===== src/rtl/spi_hold_pkg.sv =====
package spi_hold_pkg;
  typedef struct packed {
    logic cs_n;
    logic sck;
    logic mosi;
    logic hold_n;
  } spi_pins_t;

  localparam spi_pins_t PINS_IDLE = '{cs_n: 1'b1, sck: 1'b0, mosi: 1'b0, hold_n: 1'b1};
endpackage


===== src/rtl/spi_hold_sync.sv =====
module spi_hold_sync #(
  parameter int unsigned W = 4,
  parameter int unsigned STAGES = 2,
  parameter logic [W-1:0] RST_VAL = '0
) (
  input  logic         clk_i,
  input  logic         rst_ni,
  input  logic [W-1:0] d_i,
  output logic [W-1:0] q_o
);
  logic [STAGES-1:0][W-1:0] ff_q;

  always_ff @(posedge clk_i or negedge rst_ni) begin
    if (!rst_ni) ff_q <= {STAGES{RST_VAL}};
    else         ff_q <= {ff_q[STAGES-2:0], d_i};
  end

  assign q_o = ff_q[STAGES-1];
endmodule


===== src/rtl/spi_hold_ctrl.sv =====
module spi_hold_ctrl (
  input  logic clk_i,
  input  logic rst_ni,
  input  logic sel_i,
  input  logic sck_i,
  input  logic hold_ni,
  output logic held_o
);
  logic hold_q, held_q;

  always_ff @(posedge clk_i or negedge rst_ni) begin
    if (!rst_ni) begin
      hold_q <= 1'b1;
      held_q <= 1'b0;
    end else begin
      hold_q <= hold_ni;
      if (!sel_i)
        held_q <= 1'b0;
      else if (!sck_i) begin
        // only edges seen with the clock low count
        if (!held_q && hold_q && !hold_ni)      held_q <= 1'b1;
        else if (held_q && !hold_q && hold_ni)  held_q <= 1'b0;
      end
    end
  end

  assign held_o = held_q;
endmodule


===== src/rtl/spi_hold_shift.sv =====
module spi_hold_shift #(
  parameter int unsigned DATA_W = 8
) (
  input  logic              clk_i,
  input  logic              rst_ni,
  input  logic              sel_i,
  input  logic              sel_start_i,
  input  logic              rise_i,
  input  logic              fall_i,
  input  logic              mosi_i,
  input  logic [DATA_W-1:0] tx_byte_i,
  output logic              miso_o,
  output logic              rx_valid_o,
  output logic [DATA_W-1:0] rx_byte_o
);
  localparam int unsigned CNT_W = (DATA_W > 2) ? $clog2(DATA_W) : 1;
  localparam logic [CNT_W-1:0] LAST = CNT_W'(DATA_W - 1);

  logic [CNT_W-1:0]  cnt_q;
  logic              pend_q;
  logic [DATA_W-1:0] rx_sr_q, tx_sr_q, rx_byte_q;
  logic              rx_valid_q;
  logic [DATA_W-1:0] rx_next;

  assign rx_next = {rx_sr_q[DATA_W-2:0], mosi_i};

  always_ff @(posedge clk_i or negedge rst_ni) begin
    if (!rst_ni) begin
      cnt_q      <= '0;
      pend_q     <= 1'b0;
      rx_sr_q    <= '0;
      tx_sr_q    <= '0;
      rx_byte_q  <= '0;
      rx_valid_q <= 1'b0;
    end else begin
      rx_valid_q <= 1'b0;
      if (!sel_i) begin
        cnt_q  <= '0;
        pend_q <= 1'b0;
      end else begin
        if (sel_start_i) tx_sr_q <= tx_byte_i;
        if (rise_i) begin
          rx_sr_q <= rx_next;
          pend_q  <= 1'b1;
          if (cnt_q == LAST) begin
            cnt_q      <= '0;
            rx_valid_q <= 1'b1;
            rx_byte_q  <= rx_next;
          end else begin
            cnt_q <= cnt_q + 1'b1;
          end
        end else if (fall_i && pend_q) begin
          // a leading fall with no capture yet (mode 3) is skipped
          pend_q  <= 1'b0;
          tx_sr_q <= (cnt_q == '0) ? tx_byte_i : {tx_sr_q[DATA_W-2:0], 1'b0};
        end
      end
    end
  end

  assign miso_o     = tx_sr_q[DATA_W-1];
  assign rx_valid_o = rx_valid_q;
  assign rx_byte_o  = rx_byte_q;
endmodule


===== src/rtl/spi_hold_shifter.sv =====
module spi_hold_shifter
  import spi_hold_pkg::*;
#(
  parameter int unsigned DATA_W      = 8,
  parameter int unsigned SYNC_STAGES = 2
) (
  input  logic              clk_i,
  input  logic              rst_ni,
  input  logic              cs_ni,
  input  logic              sck_i,
  input  logic              mosi_i,
  input  logic              hold_ni,
  input  logic [DATA_W-1:0] tx_byte_i,
  output logic              miso_o,
  output logic              miso_oe_o,
  output logic              rx_valid_o,
  output logic [DATA_W-1:0] rx_byte_o
);
  localparam int unsigned PIN_W = $bits(spi_pins_t);

  spi_pins_t pins_raw, pins_s;
  logic sel_s, sck_s, mosi_s, hold_s;
  logic sel_q, sck_q, held;
  logic sel_start, sck_rise, sck_fall;

  assign pins_raw = '{cs_n: cs_ni, sck: sck_i, mosi: mosi_i, hold_n: hold_ni};

  spi_hold_sync #(
    .W(PIN_W), .STAGES(SYNC_STAGES), .RST_VAL(PINS_IDLE)
  ) u_sync (
    .clk_i(clk_i), .rst_ni(rst_ni), .d_i(pins_raw), .q_o(pins_s)
  );

  assign sel_s  = !pins_s.cs_n;
  assign sck_s  = pins_s.sck;
  assign mosi_s = pins_s.mosi;
  assign hold_s = pins_s.hold_n;

  always_ff @(posedge clk_i or negedge rst_ni) begin
    if (!rst_ni) begin
      sel_q <= 1'b0;
      sck_q <= 1'b0;
    end else begin
      sel_q <= sel_s;
      sck_q <= sck_s;
    end
  end

  assign sel_start = sel_s && !sel_q;
  assign sck_rise  = sel_s && !held && sck_s && !sck_q;
  assign sck_fall  = sel_s && !held && !sck_s && sck_q;

  spi_hold_ctrl u_ctrl (
    .clk_i(clk_i), .rst_ni(rst_ni), .sel_i(sel_s), .sck_i(sck_s),
    .hold_ni(hold_s), .held_o(held)
  );

  spi_hold_shift #(.DATA_W(DATA_W)) u_shift (
    .clk_i(clk_i), .rst_ni(rst_ni), .sel_i(sel_s), .sel_start_i(sel_start),
    .rise_i(sck_rise), .fall_i(sck_fall), .mosi_i(mosi_s), .tx_byte_i(tx_byte_i),
    .miso_o(miso_o), .rx_valid_o(rx_valid_o), .rx_byte_o(rx_byte_o)
  );

  assign miso_oe_o = sel_q && !held;
endmodule


===== config.mk =====
export PLATFORM = sky130hd
export DESIGN_NAME = spi_hold_shifter
export DESIGN_NICKNAME = d
export VERILOG_FILES = /design/src/rtl/spi_hold_pkg.sv /design/src/rtl/spi_hold_sync.sv /design/src/rtl/spi_hold_ctrl.sv /design/src/rtl/spi_hold_shift.sv /design/src/rtl/spi_hold_shifter.sv
export SDC_FILE = /design/constraint.sdc
export NUM_CORES = 1
export LEC_CHECK = 0
export ABC_AREA = 1
export BUFFER_PORTS_ARGS = -buffer_cell sky130_fd_sc_hd__buf_4
export CAP_MARGIN = 10
export CORE_UTILIZATION = 56
export CTS_CLUSTER_DIAMETER = 60
export DETAILED_ROUTE_END_ITERATION = 6
export HOLD_SLACK_MARGIN = 0.06
export PLACE_DENSITY = 0.78
export RECOVER_POWER = 50
export SLEW_MARGIN = 0
export SYNTH_ARGS = -nofsm -noshare
export SYNTH_HDL_FRONTEND = slang
export SYNTH_SLANG_ARGS = --single-unit

===== constraint.sdc =====
create_clock -name clk_i -period 1.72 [get_ports clk_i]
set_input_delay 0.258 -clock clk_i [delete_from_list [all_inputs] [get_ports clk_i]]
set_output_delay 0.258 -clock clk_i [all_outputs]
set_load 0.03 [all_outputs]

==> summary.md <==
| Metric | Value |
|---|---|
| Vias in the first global route | 1,241 |
| Grt met2 use | 33.00% |
| Fin crit period | 1413 ps |
| Initial antenna violation count | 0 |
| Mapped Cells | a little over 200 |
| Setup-failing EPs final | 0 |
| Xor/xnor share of the synthesized area | 0% |
| Via count | about 1.4k |
| R2R depth | 5 |
| DIE WIDTH | ~58 um |
| CTS tree | built |
| Final non-filler cell total | 282 |
| Wire per inst | about 11 um |
| DP Cell Count | 270 |
| Clock Skew | approximately 8 ps |
| Detail Route Antenna Nets | 0 |
| Die height | between 50 and 60 um |
| GRT Util Overall | a little over a fifth |
| I/O pin cnt | 25 |
| Startpoint types | flip-flop |
| Synth Net Count | around 220 |
| Cell area after synthesis | between 0.0015 and 0.002 mm2 |
| Hold WC Path Type | input pin to flip-flop |
| Area leader, netlist | dfrtp_1 |
| Post-synthesis compound-gate area fraction | less than 1% |
| RSZ-0062 raised after global routing | no |
| Hold-critical path endpoint | u_shift.tx_sr_q[3] |
| Detailed Route WL | approximately 3100 um |
| GR Layer Usage met1 | between 20% and 30% |
| FMAX | slightly above 700 MHz |
| Total clock sinks | 40 |
| Area Overhead vs Synth | 16.46% |
| Largest family of logic cells by synthesized area | simple AND/OR/NAND/NOR gates |
| Critical Path RT | 1950 ps |
| Clock buffer depth | 2 |
| CP Max Fanout | 10 |
| Share of cells above drive strength 1 | 18.49% |
| Die area | 0.003406 mm2 |
| Adder-Cell Fraction of Synth Area | approximately 2.1% |
| Syn Area/Cell | slightly below 9 um2 |
| Flop-to-flop setup slack | approximately 300 ps |
| RePlAce Congestion | approximately 0.80 |
| Global routing's busiest layer | met2 |
| Seq/Total Area, Yosys | 56.61% |
| Vias/cell | about 5.0 |
| Worst EP arrival | 1640 ps |
| Pwr/cell area | 852.4 mW/mm2 |
| Synthesized flop and latch total | 40 |
| Commonest non-fill, non-tap cell in the layout | nand2_1 |
| Fin. max-slew vios | 0 |
| Postcts setup bufs | 0 |
| Drc violations | 0 |
| Tot Pwr | about 1.8 mW |
| Total CTS buffers | 5 |
| CTS H-tree lvls | 2 |
| PortBufs | 24 |
| Mux contribution to synthesized area | 0% |
| TritonRoute pass-1 iters | 4 |
| CORE AREA | slightly above 0.003 mm2 |
| Initial Utilization | 58.76% |
| Placed wire-length estimate | about 2100 um |
| Largest net degree at the start of global routing | between 40 and 50 |
| Status | finished clean |
| Max Cap Viol | 0 |
| YS warnings | 0 |
| Peak supply drop | about 0.5 mV |
| LEAKAGE | ~1.1 nW |
| Slew headroom | 37.69% |
| Critical path class | flip-flop to flip-flop |
| Clock root buffer | clkbuf_4 |
| Hold path cells | 5 |
| Cell variety after synth | 17 |
| Fin nets | roughly 260 |
| Crit end category | flip-flop |
| Antenna Cells | 0 |
| Clk slew on worst S/H paths | ~110 ps |
| Worst reg2reg endpoint | u_shift.rx_byte_o[4] |
| Top post-synthesis cells by area | dfrtp_1, nand2_1, dfstp_2 |
| Pin slew with the least headroom to its limit | 934.7 ps |
| Post-route clock period utilization | between 80% and 90% |
| Clock latency on the worst-skew pair | 330 ps |
| Setup tns final | 0 ps |
| Row Count | 20 |
| Worst r2r src | u_shift.cnt_q[0] |
| Initial DRC count | around 110 |
| Most frequent cells in the layout | nand2_1, dfrtp_1, buf_4 |
| Remaining global-route overflow | 0 |
| First-pass GRT wire length | between 5000 and 6000 um |
| Top cell type's share of synthesized area | 49.23% |
| Met3 usage | between 7 and 8% |
| Final hold violation count | 0 |
| Hold Crit Start | tx_byte_i[3] |
| Synth Area in Simple Gates | roughly 35% |
-- critical path, cell delays in order (launching register included) --
cell and delay, ps:
dfrtp_1 420, ha_1 170, ha_1 400, nand3_4 180, nand2_1 100, nand2_1 50
-- cells in the mapped netlist --
cell,instances
inv_2,2
inv_1,8
buf_8,1
nand4_1,9
nand3_4,2
nor2_2,3
o21ai_0,2
ha_1,3
nand3_1,20
dfrtp_1,35
buf_4,1
nor2_1,7
nand2_1,101
buf_2,2
buf_6,3
a21oi_1,1
dfstp_2,5
-- cell families (layout without fill, tap and decap cells) --
| logic type | after synthesis | count (layout) |
|---|---|---|
| AND/OR/NAND/NOR | 142 | 142 |
| flip-flops | 40 | 40 |
| buffers and inverters | 17 | 50 |
| adder cells (fa/ha/maj) | 3 | 3 |
| AO/OA/AOI/OAI | 3 | 3 |
-- state kept, by name, summed over array words and instances (netlist names) --
signal / count
u_shift.rx_byte_o: 8
u_shift.tx_sr_q: 8
u_shift.rx_sr_q: 7
u_sync.ff_q: 4
u_sync.q_o: 4
u_shift.cnt_q: 3
sck_q: 1
sel_q: 1
u_ctrl.held_o: 1
u_ctrl.hold_q: 1
u_shift.pend_q: 1
u_shift.rx_valid_o: 1
-- final cells by class --
cell class,count,area [um2]
Sequential cell,40,1007
Fill cell,260,955.9
Multi-Input combinational cell,148,668.1
Clock buffer,6,41.29
Clock inverter,1,5.005
Timing Repair Buffer,33,257.7
Tap cell,44,55.05
Inverter,10,37.54
-- routing by layer --
metal	wire (um)	part of all wire, %
met5	0	0
met4	9	0.29
met3	164	5.3
met2	1481	48
met1	1447	47
-- metrics by stage --
| step | cell area [um2] | util, % | hold slack, ps | setup WS, ps |
|---|---|---|---|---|
| CTS | 2074 | 68.51 | 196.2 | 317.2 |
| global placement | 1978 | 65.33 | 255.2 | 363.8 |
| floorplan | 1779 | - | -37.59 | 528.7 |
| finish | 2072 | 68.43 | 210.7 | 306.6 |
| detailed placement | 1978 | 65.33 | 253.4 | 336.9 |
| global route | 2072 | 68.43 | 221.0 | 199.7 |
-- power by group --
group / switching [mW] / internal (mW)
sequential: 0.0591 / 1.03
combinational: 0.149 / 0.101
clock: 0.276 / 0.151
-- worst max-delay path by stage --
stage	start	endpoint	slack, ps	cells past startpoint
CTS	u_shift.cnt_q[0]	u_shift.rx_byte_o[6]	320	5
floorplan	u_shift.cnt_q[0]	u_shift.cnt_q[0]	530	6
global placement	u_shift.cnt_q[0]	u_shift.rx_byte_o[4]	360	5
detailed placement	u_shift.cnt_q[0]	u_shift.rx_byte_o[6]	340	5
global route	u_shift.cnt_q[0]	u_shift.rx_byte_o[3]	200	5
finish	u_shift.cnt_q[0]	u_shift.rx_byte_o[4]	310	5
-- timing repair --
item / in CTS / in global routing
resized for setup: 0 / 0
hold buffers: 5 / 0
endpoints found under the hold margin: 39 / 0
No activity file was read; power rests on OpenSTA's default activity.
